--- src/rtl/plink_pkg.sv ---
package plink_pkg;

    localparam int WORD_W      = 32;
    localparam int SET_WORDS   = 8;
    localparam int WSEL_W      = 3;
    localparam int SET_BYTE_SH = 5;

    localparam int W_OPT  = 0;
    localparam int W_SRC  = 1;
    localparam int W_CNT  = 2;
    localparam int W_LINK = 5;
    localparam int W_TRIG = 7;

    localparam int CNT_W    = 16;
    localparam int CODE_LSB = 12;
    localparam int CODE_W   = 6;

    localparam logic [CNT_W-1:0] LINK_NONE = 16'hFFFF;

    typedef enum logic [1:0] {
        KIND_REAL,
        KIND_DUMMY,
        KIND_NULL
    } set_kind_e;

    typedef enum logic [1:0] {
        ST_IDLE,
        ST_REQ,
        ST_WAIT,
        ST_COPY
    } eng_state_e;

    function automatic set_kind_e classify_counts(input logic [CNT_W-1:0] a,
                                                  input logic [CNT_W-1:0] b,
                                                  input logic [CNT_W-1:0] c);
        if (a != '0 && b != '0 && c != '0)
            return KIND_REAL;
        else if (a == '0 && b == '0 && c == '0)
            return KIND_NULL;
        else
            return KIND_DUMMY;
    endfunction

endpackage

--- src/rtl/plink_set_ram.sv ---
module plink_set_ram import plink_pkg::*; #(
    parameter int NUM_SETS = 4,
    parameter int IDX_W    = 5
) (
    input  logic                               clk,
    input  logic                               rst,
    input  logic                               wr_en,
    input  logic [IDX_W-1:0]                   wr_idx,
    input  logic [WORD_W-1:0]                  wr_data,
    input  logic [IDX_W-1:0]                   rd_idx,
    output logic [WORD_W-1:0]                  rd_data,
    output logic [SET_WORDS-1:0][WORD_W-1:0]   act_words
);
    localparam int DEPTH = NUM_SETS * SET_WORDS;

    logic [WORD_W-1:0] mem [DEPTH];

    always_ff @(posedge clk) begin
        if (rst) begin
            for (int i = 0; i < DEPTH; i++)
                mem[i] <= '0;
        end else if (wr_en) begin
            mem[wr_idx] <= wr_data;
        end
    end

    assign rd_data = mem[rd_idx];

    // Slot 0 is always visible to the data mover and the control logic
    for (genvar g = 0; g < SET_WORDS; g++) begin : g_active
        assign act_words[g] = mem[g];
    end

    // an accepted write is present in the array one cycle later
    a_r2_word_stored: assert property (@(posedge clk) disable iff (rst)
        wr_en |=> mem[$past(wr_idx)] == $past(wr_data));

endmodule

--- src/rtl/plink_decode.sv ---
module plink_decode import plink_pkg::*; #(
    parameter int SET_W = 2
) (
    input  logic [CNT_W-1:0] acnt,
    input  logic [CNT_W-1:0] bcnt,
    input  logic [CNT_W-1:0] ccnt,
    input  logic [CNT_W-1:0] link,
    output set_kind_e        kind,
    output logic             link_null,
    output logic [SET_W-1:0] link_set
);
    assign kind      = classify_counts(acnt, bcnt, ccnt);
    assign link_null = (link == LINK_NONE);
    // Byte offset to set number: drop the in-set offset, keep what fits the RAM
    assign link_set  = link[SET_BYTE_SH +: SET_W];
endmodule

--- src/rtl/plink_seq.sv ---
module plink_seq import plink_pkg::*; #(
    parameter int SET_W = 2
) (
    input  logic                      clk,
    input  logic                      rst,
    input  logic                      chan_en,
    input  logic                      sw_trig,
    input  set_kind_e                 kind,
    input  logic                      link_null,
    input  logic [SET_W-1:0]          link_set,
    input  logic [CODE_W-1:0]         code_field,
    input  logic                      xfer_ack,
    input  logic                      xfer_done,
    output logic                      xfer_req,
    output logic                      copy_busy,
    output logic [WSEL_W-1:0]         copy_sel,
    output logic [SET_W+WSEL_W-1:0]   copy_src_idx,
    output logic                      cmpl_pulse,
    output logic [CODE_W-1:0]         cmpl_code,
    output logic                      null_err
);
    eng_state_e        st;
    logic              pend;
    logic [WSEL_W-1:0] cnt;
    logic [SET_W-1:0]  src_set;
    logic              fin;

    // A set finishes when a dummy is evaluated or the mover reports done
    assign fin = (st == ST_IDLE && pend && kind == KIND_DUMMY) ||
                 (st == ST_WAIT && xfer_done);

    always_ff @(posedge clk) begin
        if (rst) begin
            st         <= ST_IDLE;
            pend       <= 1'b0;
            cnt        <= '0;
            src_set    <= '0;
            cmpl_pulse <= 1'b0;
            cmpl_code  <= '0;
            null_err   <= 1'b0;
        end else begin
            cmpl_pulse <= 1'b0;
            null_err   <= 1'b0;
            unique case (st)
                ST_IDLE: begin
                    if (pend) begin
                        if (kind == KIND_REAL) begin
                            st <= ST_REQ;
                        end else begin
                            pend <= 1'b0;
                            if (kind == KIND_NULL)
                                null_err <= 1'b1;
                        end
                    end else if (sw_trig && chan_en) begin
                        pend <= 1'b1;
                    end
                end
                ST_REQ: begin
                    if (xfer_ack) begin
                        pend <= 1'b0;
                        st   <= ST_WAIT;
                    end
                end
                ST_WAIT: begin
                end
                ST_COPY: begin
                    cnt <= cnt + 3'd1;
                    if (cnt == 3'(SET_WORDS - 1)) begin
                        st   <= ST_IDLE;
                        pend <= chan_en;   // reload writes the trigger word
                    end
                end
            endcase
            if (fin) begin
                if (link_null) begin
                    cmpl_pulse <= 1'b1;
                    cmpl_code  <= code_field;
                    st         <= ST_IDLE;
                end else begin
                    st      <= ST_COPY;
                    cnt     <= '0;
                    src_set <= link_set;
                end
            end
        end
    end

    assign xfer_req     = (st == ST_REQ);
    assign copy_busy    = (st == ST_COPY);
    assign copy_sel     = cnt;
    assign copy_src_idx = {src_set, cnt};

    // request is held until the mover accepts it
    a_r4_req_held: assert property (@(posedge clk) disable iff (rst)
        xfer_req && !xfer_ack |=> xfer_req);

    // completion is a single-cycle pulse
    a_r8_pulse_once: assert property (@(posedge clk) disable iff (rst)
        cmpl_pulse |=> !cmpl_pulse);

    // a null set raises neither a completion nor a request
    a_r7_err_alone: assert property (@(posedge clk) disable iff (rst)
        null_err |-> !cmpl_pulse && !xfer_req);

    // a dummy or null set never leads to a request in the next cycle
    a_r6_dummy_no_req: assert property (@(posedge clk) disable iff (rst)
        st == ST_IDLE && pend && kind != KIND_REAL |=> !xfer_req);

endmodule

--- src/rtl/plink_engine.sv ---
module plink_engine import plink_pkg::*; #(
    parameter int NUM_SETS = 4
) (
    input  logic                                   clk,
    input  logic                                   rst,
    input  logic                                   chan_en,
    input  logic                                   cfg_we,
    input  logic [$clog2(NUM_SETS*SET_WORDS)-1:0]  cfg_widx,
    input  logic [WORD_W-1:0]                      cfg_wdata,
    output logic                                   xfer_req,
    input  logic                                   xfer_ack,
    input  logic                                   xfer_done,
    output logic [SET_WORDS*WORD_W-1:0]            xfer_param,
    output logic                                   cmpl_pulse,
    output logic [CODE_W-1:0]                      cmpl_code,
    output logic                                   null_err
);
    localparam int DEPTH = NUM_SETS * SET_WORDS;
    localparam int IDX_W = $clog2(DEPTH);
    localparam int SET_W = IDX_W - WSEL_W;
    localparam logic [IDX_W-1:0] TRIG_IDX = IDX_W'(W_TRIG);

    logic [SET_WORDS-1:0][WORD_W-1:0] act_words;
    logic [WORD_W-1:0]                rd_data;
    logic                             copy_busy;
    logic [WSEL_W-1:0]                copy_sel;
    logic [IDX_W-1:0]                 copy_src_idx;
    logic                             ram_we;
    logic [IDX_W-1:0]                 ram_widx;
    logic [WORD_W-1:0]                ram_wdata;
    logic                             sw_trig;
    set_kind_e                        kind;
    logic                             link_null;
    logic [SET_W-1:0]                 link_set;

    // The link copy owns the write port; software writes are dropped meanwhile
    assign ram_we    = copy_busy ? 1'b1 : cfg_we;
    assign ram_widx  = copy_busy ? IDX_W'(copy_sel) : cfg_widx;
    assign ram_wdata = copy_busy ? rd_data : cfg_wdata;
    assign sw_trig   = cfg_we && !copy_busy && (cfg_widx == TRIG_IDX);

    plink_set_ram #(.NUM_SETS(NUM_SETS), .IDX_W(IDX_W)) u_ram (
        .clk       (clk),
        .rst       (rst),
        .wr_en     (ram_we),
        .wr_idx    (ram_widx),
        .wr_data   (ram_wdata),
        .rd_idx    (copy_src_idx),
        .rd_data   (rd_data),
        .act_words (act_words)
    );

    plink_decode #(.SET_W(SET_W)) u_dec (
        .acnt      (act_words[W_CNT][CNT_W-1:0]),
        .bcnt      (act_words[W_CNT][WORD_W-1:CNT_W]),
        .ccnt      (act_words[W_TRIG][CNT_W-1:0]),
        .link      (act_words[W_LINK][CNT_W-1:0]),
        .kind      (kind),
        .link_null (link_null),
        .link_set  (link_set)
    );

    plink_seq #(.SET_W(SET_W)) u_seq (
        .clk          (clk),
        .rst          (rst),
        .chan_en      (chan_en),
        .sw_trig      (sw_trig),
        .kind         (kind),
        .link_null    (link_null),
        .link_set     (link_set),
        .code_field   (act_words[W_OPT][CODE_LSB +: CODE_W]),
        .xfer_ack     (xfer_ack),
        .xfer_done    (xfer_done),
        .xfer_req     (xfer_req),
        .copy_busy    (copy_busy),
        .copy_sel     (copy_sel),
        .copy_src_idx (copy_src_idx),
        .cmpl_pulse   (cmpl_pulse),
        .cmpl_code    (cmpl_code),
        .null_err     (null_err)
    );

    assign xfer_param = act_words;

    // no request is raised while a link copy is running
    a_r9_copy_quiet: assert property (@(posedge clk) disable iff (rst)
        copy_busy && $past(copy_busy) |-> !xfer_req && !cmpl_pulse);

endmodule

--- config.mk ---
export PLATFORM = sky130hd
export DESIGN_NAME = plink_engine
export DESIGN_NICKNAME = d
export VERILOG_FILES = /design/src/rtl/plink_pkg.sv /design/src/rtl/plink_set_ram.sv /design/src/rtl/plink_decode.sv /design/src/rtl/plink_seq.sv /design/src/rtl/plink_engine.sv
export SDC_FILE = /design/constraint.sdc
export NUM_CORES = 1
export LEC_CHECK = 0
export BUFFER_PORTS_ARGS = -buffer_cell sky130_fd_sc_hd__buf_2
export CORE_MARGIN = 5
export CORE_UTILIZATION = 65
export CTS_BUF_LIST = sky130_fd_sc_hd__clkbuf_16
export DETAILED_ROUTE_END_ITERATION = 12
export PLACE_DENSITY_LB_ADDON = 0.08
export SYNTH_ARGS = -nofsm -noshare
export SYNTH_HDL_FRONTEND = slang
export SYNTH_SLANG_ARGS = --single-unit
--- constraint.sdc ---
create_clock -name clk -period 6 [get_ports clk]
set_input_delay 0.6 -clock clk [delete_from_list [all_inputs] [get_ports clk]]
set_output_delay 0.6 -clock clk [all_outputs]
set_load 0.01 [all_outputs]
# ---- Word-level counts from Yosys, hierarchy flattened
# Memories as Yosys holds them, arrays and structs flattened.
# Index checks and enable logic that the tools add are counted.
dict set report totals {
  ram_bits 1024
  output_inout_bits 265
  regBits 16
  mem_bits_ro 0
  wordCells 87
  memories 1
  latch_bits 0
}
# name words width rd rd_clocked_by_memory_dff wr line
set mem_list {}
lappend mem_list {u_ram.mem 32 32 9 0 32 plink_set_ram.sv:16} ;# logic [WORD_W-1:0] mem [DEPTH];
dict set report op_classes {
  n_mux 31
  mul 0
  reduce_logical 29
  add_sub_neg 1
  n_bitwise 4
  eq_ne 14
  n_div 0
  shifts 0
  n_lt_le_gt_ge 0
}
# op count
set ops {}
lappend ops {{$mux W32} 2}
lappend ops {{$logic_not A16 Y1} 3}
lappend ops {{$reduce_bool A16 Y1} 3}
lappend ops {{$reduce_or A32 Y1} 1}
lappend ops {{$eq A16 B16 Y1 const B} 1}
lappend ops {{$mux W2} 8}
lappend ops {{$mux W1} 14}
lappend ops {{$logic_and A1 B1 Y1} 10}
lappend ops {{$mux W5} 2}
lappend ops {{$mux W3} 3}
lappend ops {{$ne A3 B1 Y1 const B} 3}
lappend ops {{$eq A2 B2 Y1 const B} 3}
lappend ops {{$pmux W2 S3} 1}
lappend ops {{$eq A5 B3 Y1 const B} 1}
lappend ops {{$reduce_and A5 Y1} 1}
lappend ops {{$eq A2 B1 Y1 const B} 2}
lappend ops {{$logic_not A2 Y1} 2}
lappend ops {{$ne A2 B1 Y1 const B} 2}
lappend ops {{$not A1 Y1} 4}
lappend ops {{$reduce_and A2 Y1} 2}
lappend ops {{$reduce_bool A4 Y1} 1}
lappend ops {{$reduce_or A4 Y1} 1}
lappend ops {{$add A3 B1 Y3 const B} 1}
lappend ops {{$eq A3 B3 Y1 const B} 1}
lappend ops {{7 further kinds} 7}

# ---- Depth between registers and ports, before layout
dict set report logic_depth {
  depth_word 10
  ltp_mapped 10
  ltp_nobuf 7
}

# ---- Modules after synthesis
# Synthesis repeated with hierarchy kept, for this count alone.
dict set report hier_totals {
  hier_cells 3643
  hier_area_um2 48869.4
}
# module area_per_inst_um2 n_inst cells_each
set modules_own_cells {}
lappend modules_own_cells {plink_set_ram 47277.8 1 3482}
lappend modules_own_cells {plink_seq 900.9 1 93}
lappend modules_own_cells {plink_engine 496.7 1 44}
lappend modules_own_cells {plink_decode 193.9 1 24}

# ---- Worst setup path after synthesis
# Ideal clock, no wire load.
dict set report synth_path {
  path_type {register to register}
  from {reg u_seq.cnt[0] (netlist: u_seq.copy_sel[0])}
  to {mem u_ram.mem[29][0] (enable)}
  stages_incl_launch_ff 9
  t_arrival_ps 2438
  t_required_ps 5606
  period_less_slack_ps 2832
  setup_time_ps 394
  slack_ps 3168
  path_cell_list {dfxtp_1 > buf_2 > buf_6 > buf_4 > buf_2 > nand3b_1 > a21oi_1 > nand2_1 > nand2b_1}
}
# element line
set synth_lines {}
lappend synth_lines {{start: declaration} plink_seq.sv:24} ;# logic [WSEL_W-1:0] cnt;
lappend synth_lines {{start signal: assignment} plink_seq.sv:67} ;# cnt <= cnt + 3'd1;
lappend synth_lines {{end: declaration} plink_set_ram.sv:16}

==> flow_metrics.tcl <==
set metrics [dict create \
    timing.setup.critical_path_class "flip-flop to flip-flop" \
    max_clock_freq_mhz 231 \
    max-vdd-ir-drop_mv 0.254 \
    seq_cell_area_um2 31100 \
    critPathLaunchType "flip-flop" \
    tritoncts_num_sinks 1040 \
    post_route_cells_drive_above_1_share 0.278 \
    clock_tree_from_tritoncts "done" \
    number_of_global_route_vias_before_repair 26700 \
    fill_cells 4295 \
    synth_edf_count 1024 \
    grtUsageMet3 0.0605 \
    syn_nets 2960 \
    first_pass_grt_wire_length_um 179000 \
    postSynthRegisterBits 1040 \
    detailroute.via_count 27600 \
    hpwl_um 78300 \
    cts_setup_buffers 0 \
    grt-busiest-layer "met2" \
    ys.warnings.count 0 \
    multi_input_comb_area_um2 12800 \
    yosysSeqAreaShare 0.692 \
    detailedRoute.firstPassIterationCount 7 \
    routed_via_density 6.68 \
    post_synth_inst_count 2910 \
    synth.cell_area_um2 44900 \
    layout_min_cycle_time_ns 4.32 \
    antenna_found_initial 0 \
    area.growth.synth_to_final_pct 12.3 \
    placed_cells_incl_taps 3947 \
    synth.distinct_cells 40 \
    clock-skew-final_ns 0.0154 \
    worst-endpoint-required_ns 6.27 \
    fp.dieArea_um2 74400 \
    worst_tran_pin_value_ns 1.32 \
    final.setup.tns_ns 0 \
    gp_congestion 0.906 \
    grt_overflow_total 0 \
    fin_crit_sh 0.720 \
    cts-buffers-inserted 104 \
    remaining_number_of_nets_flagged_by_the_antenna_check_after_routing 0 \
    hold_buffers 0 \
    globalRouteMet2Util 0.513 \
    max-cap-violations 0 \
    routed_wl_um 122000 \
    placement.setup.worst_slack_ns 1.80 \
    fp-row-count 96 \
    die_width_um 273 \
    finalNonFillerCells 4131 \
    gr-usage-met1 0.496 \
    timing.max_slew.rel_slack 0.119 \
    postcts_resize_cnt 0 \
    slew_viol_final 0 \
    ioPinCount 308 \
    synth_async_sr_flop_share 0 \
    syn-mean-instance-area_um2 15.4 \
    final_routed_wire_length_divided_by_cell_count_um 29.4 \
    cts.reportedPaths.clkPinSlew_ns 0.06 \
    report.final.setup_viol 0 \
    grt_setup_unrepaired "no" \
    drc_errors 0 \
    port_buffers 307 \
    finalNetCount 3172 \
    synth_flop_cell "edfxtp_1" \
    h_tree_depth 3 \
    worstHoldPathType "input pin to flip-flop" \
    crit_path_max_fanout 33 \
    grt_start_max_net_pins 120 \
    timing_hold_violations_final 0 \
    groute.usage.overall 0.327 \
    worst_skew_pair_latency_ns 0.66 \
    cts_buffer_depth 3 \
    clock-root-buffer "clkbuf_16" \
    pwr_density_cell_nw_per_um2 330 \
    initial_utilization 0.654 \
    worstPathArrival_ns 4.59 \
    die-height_um 273 \
    first_iter_violations 4206 \
    placeableCoreArea_um2 68600 \
    final_setup_slack_of_the_worst_path_ns 1.68 \
    static-leakage-power_nw 17.9 \
    run_status "finished clean" \
    critical_path_capture_point_type "flip-flop" \
]
## cell type report
type                    count  area share
diodes                      1   0.0000497
clock buffers             108      0.0536
clock inverters            75      0.0120
inverters                   5    0.000372
multi-input cells        1612       0.255
flip-flops and latches   1040       0.617
well taps                 931      0.0231
repair buffers            359      0.0392
## cell usage in the layout (no fill, tap or decap), drive strengths merged, types with 2 or more instances in the layout
master	count
nor2b	3
nand3b	2
mux4	320
a31oi	2
clkinv	38
clkinvlp	3
a21oi	6
nor3	10
clkbuf	108
dfxtp	16
edfxtp	1024
buf	359
nor4	13
o22a	32
o21ai	33
nand4	8
nand2b	35
ha	7
nor2	1039
inv	29
a21o	3
nand2	72
a211oi	3
mux2i	10
nand3	3
bufinv	10
## per-layer routing
layer,up-vias,wire length [um],share of wire
met1,14100,45200,0.37
met4,0,2990,0.025
li1,11200,-,-
met3,194,14700,0.12
met2,2036,58700,0.48
met5,-,0,0
## metrics by stage
step / utilization / total power, mW / hold WS (ns) / area [um2]
global placement: 0.687 / 10.4 / 0.480 / 47100
CTS: 0.735 / 16.6 / 0.329 / 50400
global route: 0.735 / 17.1 / 0.351 / 50400
detailed placement: 0.687 / 10.4 / 0.492 / 47100
finish: 0.735 / 16.6 / 0.355 / 50400
floorplan: - / 9.75 / 0.474 / 44900
## sequential cells by signal (all words and copies together), names as in the netlist
register,count
u_seq.cmpl_code,6
u_seq.copy_sel,3
u_ram.mem,1024
u_seq.null_err,1
u_seq.pend,1
u_seq.cmpl_pulse,1
u_seq.src_set,2
u_seq.st,2
## critical path, stage by stage (launching register included)
cell      delay [ns]
dfxtp_1         0.42
ha_2            0.68
inv_2           0.18
buf_4           0.30
o21ai_0         0.42
nand2_1         0.87
nand2b_2        1.03
## where the power goes
group | switching (mW) | internal, mW | leakage [nW]
sequential | 0.169 | 8.28 | 10.7
clock | 2.67 | 3.66 | 1.70
combinational | 1.19 | 0.636 | 5.49
total | 4.03 | 12.6 | 17.9
## cells by family after synthesis
group	share of synthesized area
simple gates	0.104
mux	0.163
flops	0.692
buf+inv	0.0235
fa+ha+maj	0.00195
xor+xnor	0.000195
compound gates	0.0154
## cell usage after synthesis (all sizes together), types with 10 or more instances
library cell / count / area share
nor4: 13 / 0.0018
mux4: 320 / 0.16
nor3: 10 / 0.0011
mux2i: 10 / 0.0022
edfxtp: 1024 / 0.69
nor2: 1039 / 0.087
buf: 52 / 0.0063
dfxtp: 16 / 0.0071
nand2b: 35 / 0.0049
o21ai: 33 / 0.0064
nand2: 72 / 0.0060
o22a: 32 / 0.0062
clkbuf: 201 / 0.017
## final timing paths
| path | from | endpoint | slack, ns | cells after the start |
|---|---|---|---|---|
| worst min register to register | u_seq.cmpl_code[3]$_SDFFE_PP0P_ | u_seq.cmpl_code[3]$_SDFFE_PP0P_ | 0.51 | 2 |
| worst min-delay path | rst | u_seq.src_set[0]$_SDFFE_PP0P_ | 0.35 | 2 |
| worst max register to register | u_seq.st[1]$_SDFFE_PP0P_ | u_ram.mem[2][24]$_SDFFCE_PN0P_ | 1.68 | 6 |
| worst max-delay path | u_seq.st[1]$_SDFFE_PP0P_ | u_ram.mem[2][24]$_SDFFCE_PN0P_ | 1.68 | 6 |
Note: power is estimated with default switching activity, not from simulation.
